==> config.mk <==
export PLATFORM = sky130hd
export DESIGN_NAME = sbc_hazard_ctl
export DESIGN_NICKNAME = d
export VERILOG_FILES = /design/src/rtl/sbc_pkg.sv /design/src/rtl/sbc_unit_pick.sv /design/src/rtl/sbc_reg_table.sv /design/src/rtl/sbc_unit_slot.sv /design/src/rtl/sbc_hazard_ctl.sv
export SDC_FILE = /design/constraint.sdc
export NUM_CORES = 1
export LEC_CHECK = 0
export BUFFER_PORTS_ARGS = -buffer_cell sky130_fd_sc_hd__buf_2
export CAP_MARGIN = 20
export CORE_MARGIN = 4
export CORE_UTILIZATION = 63
export CTS_CLUSTER_SIZE = 16
export DETAILED_ROUTE_END_ITERATION = 16
export GPL_TIMING_DRIVEN = 0
export HOLD_SLACK_MARGIN = 0.1
export MAX_ROUTING_LAYER = met4
export PLACE_DENSITY_LB_ADDON = 0.2
export SLEW_MARGIN = 15
export SYNTH_ARGS = -nofsm -noshare
export SYNTH_HDL_FRONTEND = slang
export SYNTH_HIERARCHICAL = 1
export SYNTH_SLANG_ARGS = --single-unit
==> constraint.sdc <==
create_clock -name clk -period 4.2 [get_ports clk]
set_input_delay 0.63 -clock clk [delete_from_list [all_inputs] [get_ports clk]]
set_output_delay 0.63 -clock clk [all_outputs]
set_load 0.05 [all_outputs]
==> src/rtl/sbc_pkg.sv <==
package sbc_pkg;

   typedef enum logic [1:0] {
      CLS_INT = 2'd0,
      CLS_MUL = 2'd1,
      CLS_ADD = 2'd2,
      CLS_DIV = 2'd3
   } op_class_e;

   typedef enum logic [1:0] {
      PH_IDLE,
      PH_WAIT_RD,
      PH_EXEC,
      PH_DONE
   } phase_e;

   // unit numbering: 0 integer, 1..num_mul multipliers, then adder, then divider
   function automatic op_class_e unit_class(input int unsigned idx, input int unsigned num_mul);
      if (idx == 0)
         return CLS_INT;
      else if (idx <= num_mul)
         return CLS_MUL;
      else if (idx == num_mul + 1)
         return CLS_ADD;
      else
         return CLS_DIV;
   endfunction

endpackage

==> src/rtl/sbc_unit_pick.sv <==
module sbc_unit_pick
   import sbc_pkg::*;
#(
   parameter int NUM_MUL = 2,
   parameter int NU      = NUM_MUL + 3
) (
   input  op_class_e         want,
   input  logic [NU-1:0]     busy,
   output logic              found,
   output logic [NU-1:0]     pick_oh
);

   logic [NU-1:0] cand;

   for (genvar u = 0; u < NU; u++) begin : g_cand
      localparam op_class_e UC = unit_class(u, NUM_MUL);
      assign cand[u] = (want == UC) && !busy[u];
   end

   // lowest set bit wins
   assign pick_oh = cand & (~cand + NU'(1));
   assign found   = |cand;

endmodule

==> src/rtl/sbc_reg_table.sv <==
module sbc_reg_table #(
   parameter int NUM_REGS = 32,
   parameter int NU       = 5,
   parameter int REG_W    = 5,
   parameter int UID_W    = 3
) (
   input  logic              clk,
   input  logic              rst,
   input  logic              set_en,
   input  logic [REG_W-1:0]  set_reg,
   input  logic [UID_W-1:0]  set_uid,
   input  logic [NU-1:0]     wr_all,
   input  logic [REG_W-1:0]  look_a,
   input  logic [REG_W-1:0]  look_b,
   input  logic [REG_W-1:0]  look_d,
   output logic              hit_a,
   output logic [UID_W-1:0]  own_a,
   output logic              hit_b,
   output logic [UID_W-1:0]  own_b,
   output logic              hit_d
);

   localparam int NP = 1 << UID_W;

   logic [NP-1:0]    wr_pad;
   logic             pend  [NUM_REGS];
   logic [UID_W-1:0] owner [NUM_REGS];

   assign wr_pad = NP'(wr_all);

   for (genvar r = 0; r < NUM_REGS; r++) begin : g_reg
      always_ff @(posedge clk) begin
         if (rst) begin
            pend[r]  <= 1'b0;
            owner[r] <= '0;
         end else if (set_en && set_reg == REG_W'(r)) begin
            pend[r]  <= 1'b1;
            owner[r] <= set_uid;
         end else if (pend[r] && wr_pad[owner[r]]) begin
            pend[r]  <= 1'b0;
         end
      end
   end

   assign hit_a = pend[look_a];
   assign own_a = owner[look_a];
   assign hit_b = pend[look_b];
   assign own_b = owner[look_b];
   assign hit_d = pend[look_d];

endmodule

==> src/rtl/sbc_unit_slot.sv <==
module sbc_unit_slot
   import sbc_pkg::*;
#(
   parameter int NU    = 5,
   parameter int REG_W = 5,
   parameter int UID_W = 3
) (
   input  logic              clk,
   input  logic              rst,
   input  logic              issue_en,
   input  logic [REG_W-1:0]  dst_in,
   input  logic [REG_W-1:0]  src_a_in,
   input  logic              use_a_in,
   input  logic              pend_a_in,
   input  logic [UID_W-1:0]  prod_a_in,
   input  logic [REG_W-1:0]  src_b_in,
   input  logic              use_b_in,
   input  logic              pend_b_in,
   input  logic [UID_W-1:0]  prod_b_in,
   input  logic [NU-1:0]     wr_all,
   input  logic              done_in,
   input  logic              war_hold,
   output logic              busy,
   output logic [REG_W-1:0]  dst_q,
   output logic [REG_W-1:0]  src_a_q,
   output logic [REG_W-1:0]  src_b_q,
   output logic              watch_a,
   output logic              watch_b,
   output logic              rd_go,
   output logic              wr_go
);

   localparam int NP = 1 << UID_W;

   phase_e           phase;
   logic             use_a, use_b;
   logic             wait_a, wait_b;
   logic [UID_W-1:0] prod_a, prod_b;
   logic             rdy_a, rdy_b;
   logic [NP-1:0]    wr_pad;

   assign wr_pad  = NP'(wr_all);
   assign busy    = (phase != PH_IDLE);
   assign rd_go   = (phase == PH_WAIT_RD) && rdy_a && rdy_b;
   assign wr_go   = (phase == PH_DONE) && !war_hold;
   assign watch_a = use_a && rdy_a;
   assign watch_b = use_b && rdy_b;

   always_ff @(posedge clk) begin
      if (rst) begin
         phase   <= PH_IDLE;
         use_a   <= 1'b0;
         use_b   <= 1'b0;
         wait_a  <= 1'b0;
         wait_b  <= 1'b0;
         prod_a  <= '0;
         prod_b  <= '0;
         rdy_a   <= 1'b0;
         rdy_b   <= 1'b0;
         dst_q   <= '0;
         src_a_q <= '0;
         src_b_q <= '0;
      end else if (issue_en) begin
         phase   <= PH_WAIT_RD;
         dst_q   <= dst_in;
         src_a_q <= src_a_in;
         src_b_q <= src_b_in;
         use_a   <= use_a_in;
         use_b   <= use_b_in;
         wait_a  <= use_a_in && pend_a_in;
         wait_b  <= use_b_in && pend_b_in;
         prod_a  <= prod_a_in;
         prod_b  <= prod_b_in;
         rdy_a   <= !(use_a_in && pend_a_in);
         rdy_b   <= !(use_b_in && pend_b_in);
      end else begin
         unique case (phase)
            PH_WAIT_RD: begin
               if (rd_go) begin
                  rdy_a <= 1'b0;
                  rdy_b <= 1'b0;
                  phase <= PH_EXEC;
               end else begin
                  if (wait_a && wr_pad[prod_a]) begin
                     wait_a <= 1'b0;
                     rdy_a  <= 1'b1;
                  end
                  if (wait_b && wr_pad[prod_b]) begin
                     wait_b <= 1'b0;
                     rdy_b  <= 1'b1;
                  end
               end
            end
            PH_EXEC: if (done_in) phase <= PH_DONE;
            PH_DONE: if (wr_go)   phase <= PH_IDLE;
            default: ;
         endcase
      end
   end

endmodule

==> src/rtl/sbc_hazard_ctl.sv <==
module sbc_hazard_ctl
   import sbc_pkg::*;
#(
   parameter int NUM_REGS = 32,
   parameter int NUM_MUL  = 2
) (
   input  logic                           clk,
   input  logic                           rst,
   input  logic                           iss_valid,
   input  logic [1:0]                     iss_class,
   input  logic [$clog2(NUM_REGS)-1:0]    iss_dst,
   input  logic [$clog2(NUM_REGS)-1:0]    iss_src_a,
   input  logic                           iss_use_a,
   input  logic [$clog2(NUM_REGS)-1:0]    iss_src_b,
   input  logic                           iss_use_b,
   output logic                           iss_stall,
   output logic [NUM_MUL+2:0]             iss_unit,
   output logic [NUM_MUL+2:0]             rd_grant,
   input  logic [NUM_MUL+2:0]             exe_done,
   output logic [NUM_MUL+2:0]             wr_grant,
   output logic [NUM_MUL+2:0]             unit_busy
);

   localparam int NU    = NUM_MUL + 3;
   localparam int REG_W = $clog2(NUM_REGS);
   localparam int UID_W = $clog2(NU);
   localparam int NP    = 1 << UID_W;

   if (NUM_MUL < 1) begin : g_bad_mul
      $error("NUM_MUL must be at least 1");
   end
   if (NUM_REGS < 2 || (1 << REG_W) != NUM_REGS) begin : g_bad_regs
      $error("NUM_REGS must be a power of two of at least 2");
   end

   logic              found;
   logic [NU-1:0]     pick_oh;
   logic [UID_W-1:0]  pick_id;
   logic              fire;
   logic              hit_a, hit_b, hit_d;
   logic [UID_W-1:0]  own_a, own_b;
   logic              pend_a, pend_b;
   logic [NP-1:0]     wr_pad;
   logic [NU-1:0]     war_hold;
   logic [NU-1:0]     watch_a, watch_b;
   logic [REG_W-1:0]  dst_q   [NU];
   logic [REG_W-1:0]  src_a_q [NU];
   logic [REG_W-1:0]  src_b_q [NU];

   // ---------------- issue ----------------
   sbc_unit_pick #(.NUM_MUL(NUM_MUL), .NU(NU)) u_pick (
      .want    (op_class_e'(iss_class)),
      .busy    (unit_busy),
      .found   (found),
      .pick_oh (pick_oh)
   );

   always_comb begin
      pick_id = '0;
      for (int u = 0; u < NU; u++)
         if (pick_oh[u]) pick_id = UID_W'(u);
   end

   assign iss_stall = iss_valid && (!found || hit_d);
   assign fire      = iss_valid && !iss_stall;
   assign iss_unit  = fire ? pick_oh : '0;

   // ---------------- register result table ----------------
   sbc_reg_table #(.NUM_REGS(NUM_REGS), .NU(NU), .REG_W(REG_W), .UID_W(UID_W)) u_regs (
      .clk     (clk),
      .rst     (rst),
      .set_en  (fire),
      .set_reg (iss_dst),
      .set_uid (pick_id),
      .wr_all  (wr_grant),
      .look_a  (iss_src_a),
      .look_b  (iss_src_b),
      .look_d  (iss_dst),
      .hit_a   (hit_a),
      .own_a   (own_a),
      .hit_b   (hit_b),
      .own_b   (own_b),
      .hit_d   (hit_d)
   );

   // a producer writing back in this very cycle no longer blocks the source
   assign wr_pad = NP'(wr_grant);
   assign pend_a = hit_a && !wr_pad[own_a];
   assign pend_b = hit_b && !wr_pad[own_b];

   // ---------------- per-unit status ----------------
   for (genvar u = 0; u < NU; u++) begin : g_unit
      sbc_unit_slot #(.NU(NU), .REG_W(REG_W), .UID_W(UID_W)) u_slot (
         .clk       (clk),
         .rst       (rst),
         .issue_en  (iss_unit[u]),
         .dst_in    (iss_dst),
         .src_a_in  (iss_src_a),
         .use_a_in  (iss_use_a),
         .pend_a_in (pend_a),
         .prod_a_in (own_a),
         .src_b_in  (iss_src_b),
         .use_b_in  (iss_use_b),
         .pend_b_in (pend_b),
         .prod_b_in (own_b),
         .wr_all    (wr_grant),
         .done_in   (exe_done[u]),
         .war_hold  (war_hold[u]),
         .busy      (unit_busy[u]),
         .dst_q     (dst_q[u]),
         .src_a_q   (src_a_q[u]),
         .src_b_q   (src_b_q[u]),
         .watch_a   (watch_a[u]),
         .watch_b   (watch_b[u]),
         .rd_go     (rd_grant[u]),
         .wr_go     (wr_grant[u])
      );

      // WAR: any other unit still due to read the old value of this destination
      always_comb begin
         war_hold[u] = 1'b0;
         for (int v = 0; v < NU; v++) begin
            if (v != u && unit_busy[v] &&
                ((watch_a[v] && src_a_q[v] == dst_q[u]) ||
                 (watch_b[v] && src_b_q[v] == dst_q[u])))
               war_hold[u] = 1'b1;
         end
      end
   end

endmodule

=== Word level (Yosys, flattened, before mapping) ===
Memories as Yosys holds them, arrays and structs flattened.
Cells that the tools add are included.
Widths: inputs -> output; s select.

* Register bits after elaboration: 145
* RAM bits: 128
* Input port bits: 27
* Output and inout bits: 21
* Word-level logic and storage cells: 1,159
* Memories: 2

{| class="wikitable"
|+ Memory list
! name !! depth !! bits a word !! read ports !! clocked after memory_dff !! wr ports !! line !! source
|-
| u_regs.owner || 32 || 3 || 34 || 0 || 32 || sbc_reg_table.sv:27 || <nowiki>logic [UID_W-1:0] owner [NUM_REGS];</nowiki>
|-
| u_regs.pend || 32 || 1 || 35 || 0 || 32 || sbc_reg_table.sv:26 || <nowiki>logic pend [NUM_REGS];</nowiki>
|}

* $add $sub $neg: 1
* Order comparisons: 44
* Eq/ne operators: 124
* Multiplexer cells: 540
* Bitwise gates (word level): 98
* Reductions and logical operators: 285

{| class="wikitable"
|+ Operators by type and width
! operator !! number
|-
| $mux 1 || 440
|-
| $eq 5x5->1 || 40
|-
| $lt 3x4->1 const B || 44
|-
| $logic_and 1x1->1 || 170
|-
| $bmux 1 s3 || 44
|-
| $mux 3 || 33
|-
| $or 1x1->1 || 96
|-
| $eq 5x5->1 const B || 16
|-
| $reduce_bool 3->1 || 15
|-
| $eq 5x4->1 const B || 8
|-
| $reduce_and 4->1 || 10
|-
| $reduce_bool 2->1 || 20
|-
| $mux 2 || 17
|-
| $ne 3x2->1 const B || 10
|-
| $pmux 2 s3 || 5
|-
| $reduce_and 3->1 || 10
|-
| $eq 2x2->1 const B || 12
|-
| $logic_or 1x1->1 || 21
|-
| $eq 5x3->1 const B || 4
|-
| $ne 2x1->1 const B || 10
|-
| $ne 2x2->1 const B || 10
|-
| $reduce_and 2->1 || 10
|-
| $reduce_bool 4->1 || 5
|-
| $logic_not 1->1 || 16
|-
| 12 further kinds || 26
|}

=== Longest topological paths before layout ===
* Depth in word-level cells: 18
* Gate-level depth with buffers: 16
* Depth with buffers taken out: 14

=== Cells and area by module ===
The synthesis kept the hierarchy.

{| class="wikitable"
|+ By module, submodules not included
! module !! times used !! cells each !! area each (um2) !! sequential area each (um2)
|-
| sbc_reg_table || 1 || 686 || 8,987.4 || 3,843.7
|-
| sbc_unit_slot || 5 || 130 || 1,237.4 || 580.6
|-
| sbc_hazard_ctl || 1 || 380 || 2,821.5 || 0.0
|-
| sbc_unit_pick || 1 || 10 || 75.1 || 0.0
|}

=== Least setup slack after synthesis ===
No wires, ideal clock.

* Path type: reg-to-reg
* Start point: register g_unit[2].u_slot.phase[0]
* End point: register g_unit[0].u_slot.rdy_a
* Library setup time: 0.079 ns
* Arrival time: 3.787 ns
* Required time: 4.121 ns
* Slack: 0.334 ns
* Cell stages (with the launch flop): 14
* Path buffers: 0
* Period minus slack after synthesis: 3.866 ns
* Cell sequence: dfxtp_1 or2_2 nand2_1 nor3_1 nor4_2 nand3_1 nand2b_1 nor2_1 mux4_2 a21oi_1 nand3_1 nand3_1 o31a_1 o221ai_2

* Longest elaborated chain between the ends: 14
* Elaborated cells between the ends (all ways): 47
* Those cells by class: eq/ne: 1; mux: 16; reduce/logical: 30

{| class="wikitable"
|+ RTL lines
! what !! line !! source
|-
| start: declaration || sbc_unit_slot.sv:35 || <nowiki>phase_e phase;</nowiki>
|-
| start signal: assignment || sbc_unit_slot.sv:51 || <nowiki>phase <= PH_IDLE;</nowiki>
|-
| start signal: assignment || sbc_unit_slot.sv:64 || <nowiki>phase <= PH_WAIT_RD;</nowiki>
|-
| start signal: assignment || sbc_unit_slot.sv:82 || <nowiki>phase <= PH_EXEC;</nowiki>
|-
| $reduce_bool 2->1 || sbc_unit_slot.sv:43 || <nowiki>assign busy = (phase != PH_IDLE);</nowiki>
|-
| via unit_busy[2] || sbc_hazard_ctl.sv:21 || <nowiki>output logic [NUM_MUL+2:0] unit_busy</nowiki>
|-
| $logic_and 1x1->1 || sbc_hazard_ctl.sv:123 || <nowiki>if (v != u && unit_busy[v] &&</nowiki>
|-
| $mux 1 (3 in a row) || sbc_hazard_ctl.sv:123 ||
|-
| via war_hold[1] || sbc_hazard_ctl.sv:44 || <nowiki>logic [NU-1:0] war_hold;</nowiki>
|-
| $logic_not 1->1 || sbc_unit_slot.sv:45 || <nowiki>assign wr_go = (phase == PH_DONE) && !war_hold;</nowiki>
|-
| $logic_and 1x1->1 || sbc_unit_slot.sv:45 ||
|-
| via wr_grant[1] || sbc_hazard_ctl.sv:20 || <nowiki>output logic [NUM_MUL+2:0] wr_grant,</nowiki>
|-
| $bmux 1 s3 || sbc_hazard_ctl.sv:88 || <nowiki>assign pend_a = hit_a && !wr_pad[own_a];</nowiki>
|-
| $mux 1 (not written as such) || sbc_hazard_ctl.sv:88 ||
|-
| $logic_not 1->1 || sbc_hazard_ctl.sv:88 ||
|-
| $logic_and 1x1->1 || sbc_hazard_ctl.sv:88 ||
|-
| via pend_a || sbc_hazard_ctl.sv:42 || <nowiki>logic pend_a, pend_b;</nowiki>
|-
| $logic_and 1x1->1 || sbc_unit_slot.sv:74 || <nowiki>rdy_a <= !(use_a_in && pend_a_in);</nowiki>
|-
| $logic_not 1->1 || sbc_unit_slot.sv:74 ||
|-
| $mux 1 || sbc_unit_slot.sv:63 || <nowiki>end else if (issue_en) begin</nowiki>
|-
| end signal: assignment || sbc_unit_slot.sv:74 ||
|-
| end: declaration || sbc_unit_slot.sv:39 || <nowiki>logic rdy_a, rdy_b;</nowiki>
|}

The timed path passes the listed nets, and every way through them passes these cells. The select of a mux whose other input is x is not followed.
A chain may end at the register's enable or synchronous reset.

=== Worst setup path in the final report ===
* Start point: input iss_dst[1]
* End point: output iss_unit[1]

* Longest elaborated chain between the ends: 6

{| class="wikitable"
|+ RTL lines
! what !! line !! source
|-
| start: declaration || sbc_hazard_ctl.sv:11 || <nowiki>input logic [$clog2(NUM_REGS)-1:0] iss_dst,</nowiki>
|-
| $mem_v2 32x1 || n/a ||
|-
| via hit_d || sbc_hazard_ctl.sv:40 || <nowiki>logic hit_a, hit_b, hit_d;</nowiki>
|-
| $logic_or 1x1->1 || sbc_hazard_ctl.sv:64 || <nowiki>assign iss_stall = iss_valid && (!found || hit_d);</nowiki>
|-
| $logic_and 1x1->1 || sbc_hazard_ctl.sv:64 ||
|-
| $logic_not 1->1 || sbc_hazard_ctl.sv:65 || <nowiki>assign fire = iss_valid && !iss_stall;</nowiki>
|-
| $logic_and 1x1->1 || sbc_hazard_ctl.sv:65 ||
|-
| via fire || sbc_hazard_ctl.sv:39 || <nowiki>logic fire;</nowiki>
|-
| $mux 5 || sbc_hazard_ctl.sv:66 || <nowiki>assign iss_unit = fire ? pick_oh : '0;</nowiki>
|-
| end: declaration || sbc_hazard_ctl.sv:17 || <nowiki>output logic [NUM_MUL+2:0] iss_unit,</nowiki>
|}

The timed path passes the listed nets, and every way through them passes these cells.

==> results.md <==
* Outcome: completed
* Gpl congestion at 0.979
* Hold crit path type: primary input to flop
* Required time of the worst setup path at 3.57 ns
* Number of port buffers at 47
* Crit share post-route at 98.2%
* Final wirelength at 60.6 mm
* Final hold vios at 0
* Slowest cell on crit path: and3_2
* Share of total power in sequential cells at 46.4%
* Starting density of the core at 64.5%
* Clock Tree Root: clkbuf_16
* Bufs on Longest Clock Path at 3
* Dominant cell type by area after synthesis: edfxtp_1
* Die area at 31500 um^2
* MaxCap Viol Count at 0
* Asr flop ratio synth at 0%
* Crit end category: primary output
* Total number of vias at 14.8k
* Post-route ant nets at 0
* Top cells by area, synth: edfxtp_1 (21%), dfxtp_1 (16%), mux4_2 (14%)
* Slowest stage delay, CP at 0.38 ns
* Placed insts at 2155
* Vias in the first global route at 14.6k
* Routed wire per std cell at 27.3 um
* Number of synthesized flops with an enable pin at 128
* First-pass GRT wire length at 90.4 mm
* Sw Ratio at 27.5%
* Seq/Total Area, Yosys at 37.3%
* CTS buffer count at 30
* N_diodes at 0
* Final min period at 4.12 ns
* CTS Sinks at 273
* Nets at 1840
* Pleak at 7.27 nW
* Post-synthesis cell type count at 50
* DR pass1 iterations at 8
* Cell Rows at 61
* Comb pwr share at 15.2%
* Overflow after GRT at 0
* GRT Total Usage at 39.6%
* Num ports at 48
* Worst EP arrival at 3.49 ns
* # fillers at 2132
* Clk pwr share at 38.4%
* Rel. slew slack at 38.7%
* Final slew viol count at 0
* Yosys top cell area share at 21.3%
* Design area at 19900 um^2
* DR DRC count at 0
* CTS tree: done
* Initial DRC Count at 1873
* Largest net degree at the start of global routing at 19
* Post-Layout Cell Count at 2215
* F_max at 242 MHz
* CP cell instances: clkbuf_4 -> clkbuf_4 -> buf_4 -> mux2i_1 -> a22oi_1 -> nand3_1 -> nand2_1 -> a311o_1 -> inv_1 -> and3_2 -> and2_1 -> buf_2
* DP HPWL at 44.0 mm
* Post-Syn Area at 18100 um^2
* Worst Path Buf+Inv at 5
* Internal power at 4.68 mW
* Final setup violation count at 0
* Most frequent CP cell: clkbuf_4
* Worst-Margin Slew at 0.919 ns
* Net Count, Synth at 1753
* Crit path launch type: primary input
* Crit path max fanout at 11
* CTS clk-pin slew, worst paths at 0.06 ns
* Synthesis-to-layout area growth at 10.0%
* Vias per cell at 6.70
* Setup CP Type: primary input to primary output
* Area of the core at 28000 um^2
* PD cells at 325 nW/um^2
* Initial antenna violation count at 0
* Syn Inst Count at 1726
* FF+latch count, synth at 273
* Avg Inst Size Synth at 10.5 um^2
* Layout Skew at 0.0194 ns
* Die Wd at 177 um
* Synth Warn # at 6
* Area post-placement at 18800 um^2
* Skew-Pair Late Insertion Delay at 0.57 ns
* Ys flop type: dfxtp_1
* CP top delay family: buffers and inverters
* Number of H-tree levels at 1
* Hold-fix buffers, CTS at 0
* Share of cells above drive strength 1 at 18.7%
* VDD IR max at 0.300 mV
* P_sw at 1.78 mW
* Setup TNS at 0 ns
* Die Ht at 177 um
-- sequential cells by signal (all words and copies together) (netlist names), 10 cells and up --
register / cells
g_unit.u_slot/src_b_q: 25
g_unit.u_slot/prod_a: 15
g_unit.u_slot/phase: 10
g_unit.u_slot/prod_b: 15
g_unit.u_slot/dst_q: 25
u_regs/pend: 32
g_unit.u_slot/src_a_q: 25
u_regs/owner: 96
-- repair_timing --
| item | 4_1_cts | 5_1_grt |
|---|---|---|
| buffers inserted | 1 | 3 |
| pin swaps | 1 | 1 |
| endpoints found under the setup margin | 292 | 77 |
| gates cloned | 0 | 0 |
| gates resized for setup | 11 | 21 |
-- power by group through the flow --
stage                     sequential, mW  clock, mW  combinational, mW
after detailed placement            3.04          0              0.925
after CTS                           2.99       2.48              0.942
after global placement              3.04          0              0.911
final                               3.00       2.48              0.981
after global routing                3.00       2.60               1.02
after floorplan                     3.00          0              0.635
-- routing by layer --
layer	global-route usage [%]	wire [um]
met1	47.9	21700
met3	6.99	6100
met2	61.5	27800
met5	-	0
met4	26.2	5000
-- cells in the mapped netlist (7+ instances only) --
cell and n:
nor3b_1 7, buf_4 27, mux4_2 115, nand2b_1 18, xor2_1 52, xnor2_1 148, mux2_2 13, nand3_1 38
nand4_1 37, clkbuf_2 26, nor3_1 48, dfxtp_1 145, inv_1 59, nor2b_1 17, and2_1 113, or3_1 10
o32ai_1 32, a21o_1 62, clkbuf_1 52, mux2i_1 151, buf_2 28, nor4_1 8, buf_1 8, a21oi_1 21
edfxtp_1 128, nand2_1 83, nor2_1 191
-- cell type report --
| class | instances | area, um^2 | area share [%] |
|---|---|---|---|
| clock inverters | 15 | 93.8 | 0.472 |
| plain buffers | 144 | 753 | 3.79 |
| repair buffers | 55 | 333 | 1.67 |
| multi-input cells | 1250 | 10400 | 52.5 |
| clock buffers | 41 | 813 | 4.09 |
| well taps | 378 | 473 | 2.38 |
| flip-flops and latches | 273 | 6750 | 33.9 |
| inverters | 59 | 221 | 1.11 |
-- per-stage QoR --
stage               total power [mW]  hold slack [ns]  worst slack, ns  utilization, %
global placement                3.95            0.459            -1.23            67.0
global route                    6.62            0.474          -0.0125            71.0
CTS                             6.41            0.452          0.00398            70.7
detailed placement              3.97            0.467            -1.26            67.3
floorplan                       3.64            0.448            0.334               -
finish                          6.45            0.461           0.0758            71.0
-- logic make-up (layout without fill, tap and decap cells) --
family,Yosys count,in the layout,share of synthesized area (%)
buffers and inverters,203,314,5.28
muxes,279,279,23.5
AOI/OAI and AO/OA,179,179,7.86
xor gates and xnor gates,200,200,9.69
DFF,273,273,37.3
and+or+nand+nor,592,592,16.3
-- path summary, 6_finish.rpt --
kind                             startpoint                   endpoint  slack [ns]  cells after the start
setup / recovery                 iss_dst[1]                iss_unit[1]        0.08                     12
setup reg to reg  g_unit[0].u_slot/phase[0]             u_regs/pend[8]        0.08                     12
hold reg to reg     g_unit[2].u_slot/wait_a    g_unit[2].u_slot/wait_a        0.48                      1
hold / removal                  exe_done[3]  g_unit[3].u_slot/phase[0]        0.46                      4
-- tightest hold or removal path, delay by kind of cell --
kind	cells	cell delay, ns
AO/OA/AOI/OAI	1	0.07
buffers and inverters	1	0.08
multiplexers	1	0.14
AND/OR/NAND/NOR	1	0.08
-- cell usage in the layout, fill, tap and decap left out, types with 6 or more instances in the layout --
cell type	instances
a211oi_1	6
a21boi_0	6
a21o_1	62
a21oi_1	19
and2_1	111
buf_1	8
buf_2	68
buf_4	32
clkbuf_1	59
clkbuf_16	31
clkbuf_2	28
clkbuf_4	6
clkinv_1	8
dfxtp_1	145
edfxtp_1	128
inv_1	59
mux2_2	13
mux2i_1	151
mux4_2	115
nand2_1	83
nand2b_1	18
nand3_1	38
nand4_1	37
nor2_1	174
nor2_2	16
nor2b_1	17
nor3_1	48
nor3b_1	7
nor4_1	8
o32ai_1	32
or3_1	10
xnor2_1	148
xor2_1	52
(Power assumes the default switching activity.)
